**src/rtl/irqq_pkg.sv**
```systemverilog
package irqq_pkg;
    localparam int unsigned STATUS_W      = 32;
    localparam int unsigned CODE_W        = 32;
    localparam int unsigned IE_BIT        = 0;
    localparam int unsigned EXL_BIT       = 1;
    localparam int unsigned ERL_BIT       = 2;
    localparam int unsigned CTRL_SRC_BIT  = 10;
    localparam int unsigned DMA_SRC_BIT   = 11;
    localparam int unsigned DMA_FORCE_BIT = 15;
    localparam int unsigned EIE_BIT       = 16;

    typedef struct packed {
        logic ctrl;
        logic dma;
    } src_vec_t;
endpackage

```
**src/rtl/irqq_status_gate.sv**
```systemverilog
module irqq_status_gate
    import irqq_pkg::*;
(
    input  logic [STATUS_W-1:0] status_i,
    output logic                global_ok_o,
    output src_vec_t            master_en_o
);
    logic [STATUS_W-1:0] unused_status;

    always_comb begin
        global_ok_o = status_i[IE_BIT] && status_i[EIE_BIT]
                      && !status_i[EXL_BIT] && !status_i[ERL_BIT];
        master_en_o.ctrl = status_i[CTRL_SRC_BIT];
        master_en_o.dma  = status_i[DMA_SRC_BIT];
    end

    assign unused_status = status_i;
endmodule

```
**src/rtl/irqq_pend_detect.sv**
```systemverilog
module irqq_pend_detect #(
    parameter int unsigned W         = 32,
    parameter bit          FORCE_EN  = 1'b0,
    parameter int unsigned FORCE_BIT = 0
) (
    input  logic [W-1:0] stat_i,
    input  logic [W-1:0] mask_i,
    output logic         pending_o
);
    logic hit;

    assign hit = |(stat_i & mask_i);

    generate
        if (FORCE_EN) begin : g_force
            assign pending_o = hit || mask_i[FORCE_BIT];
        end else begin : g_plain
            assign pending_o = hit;
        end
    endgenerate
endmodule

```
**src/rtl/irqq_holdoff.sv**
```systemverilog
module irqq_holdoff #(
    parameter int unsigned RECHECK = 4
) (
    input  logic clk,
    input  logic rst_n,
    input  logic load_i,
    output logic idle_o
);
    localparam int unsigned CW = $clog2(RECHECK + 1);
    localparam logic [CW-1:0] LOAD_VAL = CW'(RECHECK - 1);

    logic [CW-1:0] cnt_d, cnt_q;

    always_comb begin
        cnt_d = cnt_q;
        if (load_i) begin
            cnt_d = LOAD_VAL;
        end else if (cnt_q != '0) begin
            cnt_d = cnt_q - 1'b1;
        end
    end

    always_ff @(posedge clk) begin
        if (!rst_n) begin
            cnt_q <= '0;
        end else begin
            cnt_q <= cnt_d;
        end
    end

    assign idle_o = (cnt_q == '0);
endmodule

```
**src/rtl/irq_qualifier.sv**
```systemverilog
module irq_qualifier
    import irqq_pkg::*;
#(
    parameter int unsigned CTRL_W  = 32,
    parameter int unsigned DMA_W   = 16,
    parameter int unsigned RECHECK = 4
) (
    input  logic                clk,
    input  logic                rst_n,
    input  logic [STATUS_W-1:0] status_i,
    input  logic [CTRL_W-1:0]   ctrl_stat_i,
    input  logic [CTRL_W-1:0]   ctrl_mask_i,
    input  logic [DMA_W-1:0]    dma_stat_i,
    input  logic [DMA_W-1:0]    dma_ctl_i,
    input  logic                irq_ack_i,
    output logic                irq_req_o,
    output logic [CODE_W-1:0]   irq_code_o
);
    typedef struct packed {
        logic              req;
        logic [CODE_W-1:0] code;
    } state_t;

    state_t   st_d, st_q;
    logic     global_ok;
    src_vec_t master_en;
    src_vec_t pending;
    src_vec_t qualified;
    logic     hold_load;
    logic     hold_idle;

    irqq_status_gate u_gate (
        .status_i    (status_i),
        .global_ok_o (global_ok),
        .master_en_o (master_en)
    );

    irqq_pend_detect #(
        .W         (CTRL_W),
        .FORCE_EN  (1'b0),
        .FORCE_BIT (0)
    ) u_ctrl_pend (
        .stat_i    (ctrl_stat_i),
        .mask_i    (ctrl_mask_i),
        .pending_o (pending.ctrl)
    );

    irqq_pend_detect #(
        .W         (DMA_W),
        .FORCE_EN  (1'b1),
        .FORCE_BIT (DMA_FORCE_BIT)
    ) u_dma_pend (
        .stat_i    (dma_stat_i),
        .mask_i    (dma_ctl_i),
        .pending_o (pending.dma)
    );

    irqq_holdoff #(
        .RECHECK (RECHECK)
    ) u_holdoff (
        .clk    (clk),
        .rst_n  (rst_n),
        .load_i (hold_load),
        .idle_o (hold_idle)
    );

    always_comb begin
        qualified.ctrl = global_ok && master_en.ctrl && pending.ctrl;
        qualified.dma  = global_ok && master_en.dma  && pending.dma;
    end

    always_comb begin
        st_d      = st_q;
        hold_load = 1'b0;
        if (st_q.req) begin
            if (irq_ack_i) begin
                st_d.req  = 1'b0;
                st_d.code = '0;
                hold_load = 1'b1;
            end
        end else if (hold_idle && (qualified.ctrl || qualified.dma)) begin
            st_d.req                = 1'b1;
            st_d.code               = '0;
            st_d.code[CTRL_SRC_BIT] = qualified.ctrl;
            st_d.code[DMA_SRC_BIT]  = qualified.dma;
        end
    end

    always_ff @(posedge clk) begin
        if (!rst_n) begin
            st_q <= '0;
        end else begin
            st_q <= st_d;
        end
    end

    assign irq_req_o  = st_q.req;
    assign irq_code_o = st_q.code;
endmodule

```
**config.mk**
```make
export PLATFORM = sky130hd
export DESIGN_NAME = irq_qualifier
export DESIGN_NICKNAME = d
export VERILOG_FILES = /design/src/rtl/irqq_pkg.sv /design/src/rtl/irqq_status_gate.sv /design/src/rtl/irqq_pend_detect.sv /design/src/rtl/irqq_holdoff.sv /design/src/rtl/irq_qualifier.sv
export SDC_FILE = /design/constraint.sdc
export NUM_CORES = 1
export LEC_CHECK = 0
export ABC_CLOCK_PERIOD_IN_PS = 2400
export BUFFER_PORTS_ARGS = -buffer_cell sky130_fd_sc_hd__buf_2
export CAP_MARGIN = 20
export CORE_AREA = 3 3 62 64
export CTS_BUF_LIST = sky130_fd_sc_hd__clkbuf_4
export CTS_CLUSTER_SIZE = 24
export DETAILED_ROUTE_END_ITERATION = 10
export DIE_AREA = 0 0 65 67
export GPL_TIMING_DRIVEN = 0
export PLACE_DENSITY = 0.82
export SYNTH_ARGS = -nofsm -noshare
export SYNTH_HDL_FRONTEND = slang
export SYNTH_HIERARCHICAL = 1
export SYNTH_SLANG_ARGS = --single-unit
```
**constraint.sdc**
```tcl
create_clock -name clk -period 2.4 [get_ports clk]
set_input_delay 0.48 -clock clk [delete_from_list [all_inputs] [get_ports clk]]
set_output_delay 0.48 -clock clk [all_outputs]
set_load 0.02 [all_outputs]
```
Yosys cells after proc, flatten, opt, wreduce, memory -nomap -nowiden
Cells that the tools add are included.
{"block": "totals", "ff_bits": 36, "input_bits": 131, "output_inout_bits": 33, "wordCells": 36}
{"block": "classes", "eq_ne": 1, "reduce_logical": 20, "addsub": 1, "bitwise": 3, "n_mux": 7}
{"cell": "33-bit two-way mux", "count": 3}
{"cell": "32-bit bitwise AND", "count": 1}
{"cell": "32-bit OR reduction", "count": 1}
{"cell": "16-bit bitwise AND", "count": 1}
{"cell": "16-bit OR reduction", "count": 1}
{"cell": "1-bit logical AND", "count": 8}
{"cell": "2-bit two-way mux", "count": 2}
{"cell": "2-bit nonzero test", "count": 2}
{"cell": "3-bit zero test", "count": 1}
{"cell": "3-bit nonzero test", "count": 1}
{"cell": "3-bit by 1-bit subtractor with 3-bit output (second input constant)", "count": 1}
{"cell": "1-bit zero test", "count": 2}
{"cell": "1-bit logical OR", "count": 2}
{"cell": "1-bit two-way mux", "count": 2}
{"cell": "2-bit inequality test (second input constant)", "count": 1}
{"cell": "2-bit AND reduction", "count": 1}
{"cell": "2-bit OR reduction", "count": 1}
{"cell": "1-bit NOT", "count": 1}

Logic depth before layout (Yosys ltp)
{"block": "depth", "depth_word": 9, "ltp_mapped": 6, "mapped_depth_nobuf": 6}

By module
Netlist, hierarchy kept.
{"mod": "irq_qualifier", "n_inst": 1, "area_each_um2": 382.9, "cells_each": 49, "seq_area_each_um2": 60.1}
{"mod": "irqq_holdoff", "n_inst": 1, "area_each_um2": 178.9, "cells_each": 18, "seq_area_each_um2": 60.1}
{"mod": "irqq_pend_detect (u_ctrl_pend)", "n_inst": 1, "area_each_um2": 157.7, "cells_each": 21, "seq_area_each_um2": 0.0}
{"mod": "irqq_pend_detect (u_dma_pend)", "n_inst": 1, "area_each_um2": 81.3, "cells_each": 10, "seq_area_each_um2": 0.0}
{"mod": "irqq_status_gate", "n_inst": 1, "area_each_um2": 27.5, "cells_each": 3, "seq_area_each_um2": 0.0}

Least setup slack after synthesis
Ideal clock, no wire load.
{"block": "synth_timing", "kind": "input port to flip-flop", "start": "input port ctrl_stat_i[0]", "end": "register st_q, in the netlist irq_req_o", "path_stages": 6, "t_required_ps": 2285, "t_arrival_ps": 1621, "setup_ps": 115, "slack_ps": 664, "path_buffers": 0, "cell_sequence": "a22oi_1 nand4_1 or4_1 a22oi_1 o22ai_1 and2_1"}
{"element": "start: declaration", "line": "irq_qualifier.sv:11", "text": "input logic [CTRL_W-1:0] ctrl_stat_i,"}
{"element": "end signal: assignment", "line": "irq_qualifier.sv:93", "text": "st_q <= st_d;"}
{"element": "end: declaration", "line": "irq_qualifier.sv:24", "text": "state_t st_d, st_q;"}

==> impl_metrics.tcl <==
set metrics [dict create \
    outcome "finished clean" \
    ctsResizeCount 0 \
    yosysTopAreaCell "buf_4" \
    placed_area_um2 1520 \
    ys.flop_type "dfxtp_1" \
    finalWirelength_mm 2.98 \
    grt_usage_pct 13.2 \
    rows 21 \
    cts-buffers-inserted 3 \
    worstPathArrival_ps 1880 \
    fin_crit_sh_pct 72.9 \
    finalHoldViolCount 0 \
    max_stage_delay_ps 590 \
    worstSkewPairLatency_ps 250 \
    max-vdd-ir-drop_mv 0.0947 \
    whs_path_depth 2 \
    rsz0062_at_grt "no" \
    cts_sinks 6 \
    ff2ff_path_depth 6 \
    die_w_um 65 \
    worst-path-buf-inv 1 \
    antenna_found_initial 0 \
    cts_htree_levels 1 \
    drv_cap 0 \
    io_pins 164 \
    drive_gt1_share_pct 61.2 \
    totalPowerFinal_mw 0.577 \
    cp_top_family "simple AND/OR/NAND/NOR gates" \
    fmax_ghz 0.571 \
    clk_path_buf_depth 2 \
    skew_ps 3.25 \
    rr_endpoint "irq_req_o" \
    hold_path_class "flip-flop to flip-flop" \
    portBuffers 104 \
    viasPerCell 4.03 \
    cp_slowest_cell "or4_1" \
    post_cts_buffers 0 \
    root_buffer "clkbuf_4" \
    vias 1141 \
    dieArea_um2 4360 \
    gp_congestion 0.770 \
    drt_iter0_markers 40 \
    ys_types 28 \
    setup_viol 0 \
    fin_util_pct 46.1 \
    post-route-min-period_ps 1750 \
    yosysMostFrequentCell "buf_4" \
    crit_path_max_fanout 2 \
    design.core.area_um2 3340 \
    cts.clk_slew.worst_paths_ps 50 \
    synth-edff-count 0 \
    holdBufCountCts 0 \
    path_cells "buf_2 -> a22oi_1 -> nand4_1 -> or4_1 -> a22oi_1 -> o22ai_1 -> and2_1" \
    hp-start "irq_code_o[11]" \
    required_ps 2530 \
    place.detailed.hpwl_mm 2.87 \
    synth_cells 101 \
    fin_nets 372 \
    grt_pass1_vias 1078 \
    area_growth_pct 85.6 \
    start_kind "primary input" \
    min_to "irq_code_o[11]" \
    power.leakage_nw 0.940 \
    ys_seq_area_share_pct 14.5 \
    start_util_pct 24.8 \
    timing.setup.tns_ps 0 \
    antenna_cells 0 \
    synth.ff_latch_count 6 \
    critPathKind "primary input to flip-flop" \
    design_area_um2 1540 \
    endpoint_kind "flip-flop" \
    grt_pass1_wl_mm 4.51 \
    synthArstFlopShare_pct 0 \
    avgSynthCellArea_um2 8.20 \
    grt.overflow.total 0 \
    path_common_cell "a22oi_1" \
    ant_nets 0 \
    r2r_slack_ps 1070 \
    drt_pass1_iterations 2 \
    power_density_nw_per_um2 375 \
    post_drt_wl_per_cell_um 10.5 \
    synth_top_area_share_pct 29.0 \
    cts_tree "built" \
    report.final.slew_viol_count 0 \
    ys_top_cells_by_area "buf_4 (29%), a22oi_1 (19%), dfxtp_1 (15%), nand4_1 (3.8%), ha_1 (3.0%)" \
    synth-warning-count 6 \
    detail_route.drc_violations 0 \
    synth_commonest_cells "buf_4 (32), a22oi_1 (21), dfxtp_1 (6)" \
    r2r-start "u_holdoff/cnt_q[0]" \
    die_h_um 67 \
    grt_start_max_net_pins 9 \
    syn_area_um2 828 \
]
worst max-delay path by stage:
stage,startpoint,end,slack (ps),depth (start not counted)
floorplan,ctrl_stat_i[0],irq_req_o,660,6
global placement,ctrl_stat_i[9],irq_req_o,380,7
detailed placement,ctrl_stat_i[9],irq_req_o,360,7
CTS,ctrl_stat_i[9],irq_req_o,620,7
global route,ctrl_stat_i[0],irq_req_o,550,7
finish,ctrl_stat_i[0],irq_req_o,650,7
registers in the layout, summed over array words and instances (netlist names):
name and flops:
u_holdoff/cnt_q 3, irq_code_o 2, irq_req_o 1
worst reg2reg max path, stage by stage (launching register included):
cell	delay (ps)
dfxtp_1	350
inv_1	70
ha_1	230
and2b_2	240
nand3b_4	80
o22ai_1	70
and2_1	170
through the flow:
step           instances  setup slack [ps]  hold WS, ps
6_report             283               650          453
3_3_place_gp         280               383          454
3_5_place_dp         280               365          455
4_1_cts              283               623          458
2_1_floorplan        130               664          502
5_1_grt              283               546          482
logic make-up (layout without fill, tap and decap cells):
logic type      Yosys count  count (layout)  synth area share (%)
simple gates             24              24                  20.8
fa+ha+maj                 2               2                  3.02
compound gates           31              31                  29.9
other cells               1              30                 0.453
flops                     6               6                  14.5
buf+inv                  37             144                  31.3
layout make-up:
| type | instances | area [um2] |
|---|---|---|
| plain buffers | 32 | 240 |
| well taps | 46 | 57.6 |
| inverters | 5 | 18.8 |
| multi-input cells | 87 | 558 |
| fillers | 359 | 1800 |
| flip-flops and latches | 6 | 120 |
| repair buffers | 104 | 520 |
| clock buffers | 3 | 22.5 |
power breakdown:
| group | leakage (nW) | total [mW] | internal [mW] | switching [mW] |
|---|---|---|---|---|
| Combinational | 0.878 | 0.342 | 0.186 | 0.156 |
| Clock | 0.0138 | 0.0943 | 0.0566 | 0.0376 |
| Sequential | 0.0491 | 0.140 | 0.124 | 0.0160 |
cell usage in the layout (no fill, tap or decap), drive strengths merged, types with 2 or more instances in the layout:
cell type	netlist	final
a21oi	2	2
a22oi	22	22
buf	32	136
clkbuf	0	3
conb	1	30
dfxtp	6	6
ha	2	2
inv	5	5
nand2	3	3
nand2b	2	2
nand3	2	2
nand4	5	5
nor2	2	2
o2bb2ai	2	2
or4b	2	2
routing by layer:
metal	wire length, um	vias up	GRT usage (%)
met2	1690	64	26.4
met4	14	0	3.96
met1	995	480	13.4
met5	0	-	0
li1	-	595	-
met3	278	2	2.70
Note: power is estimated with default switching activity, not from simulation.
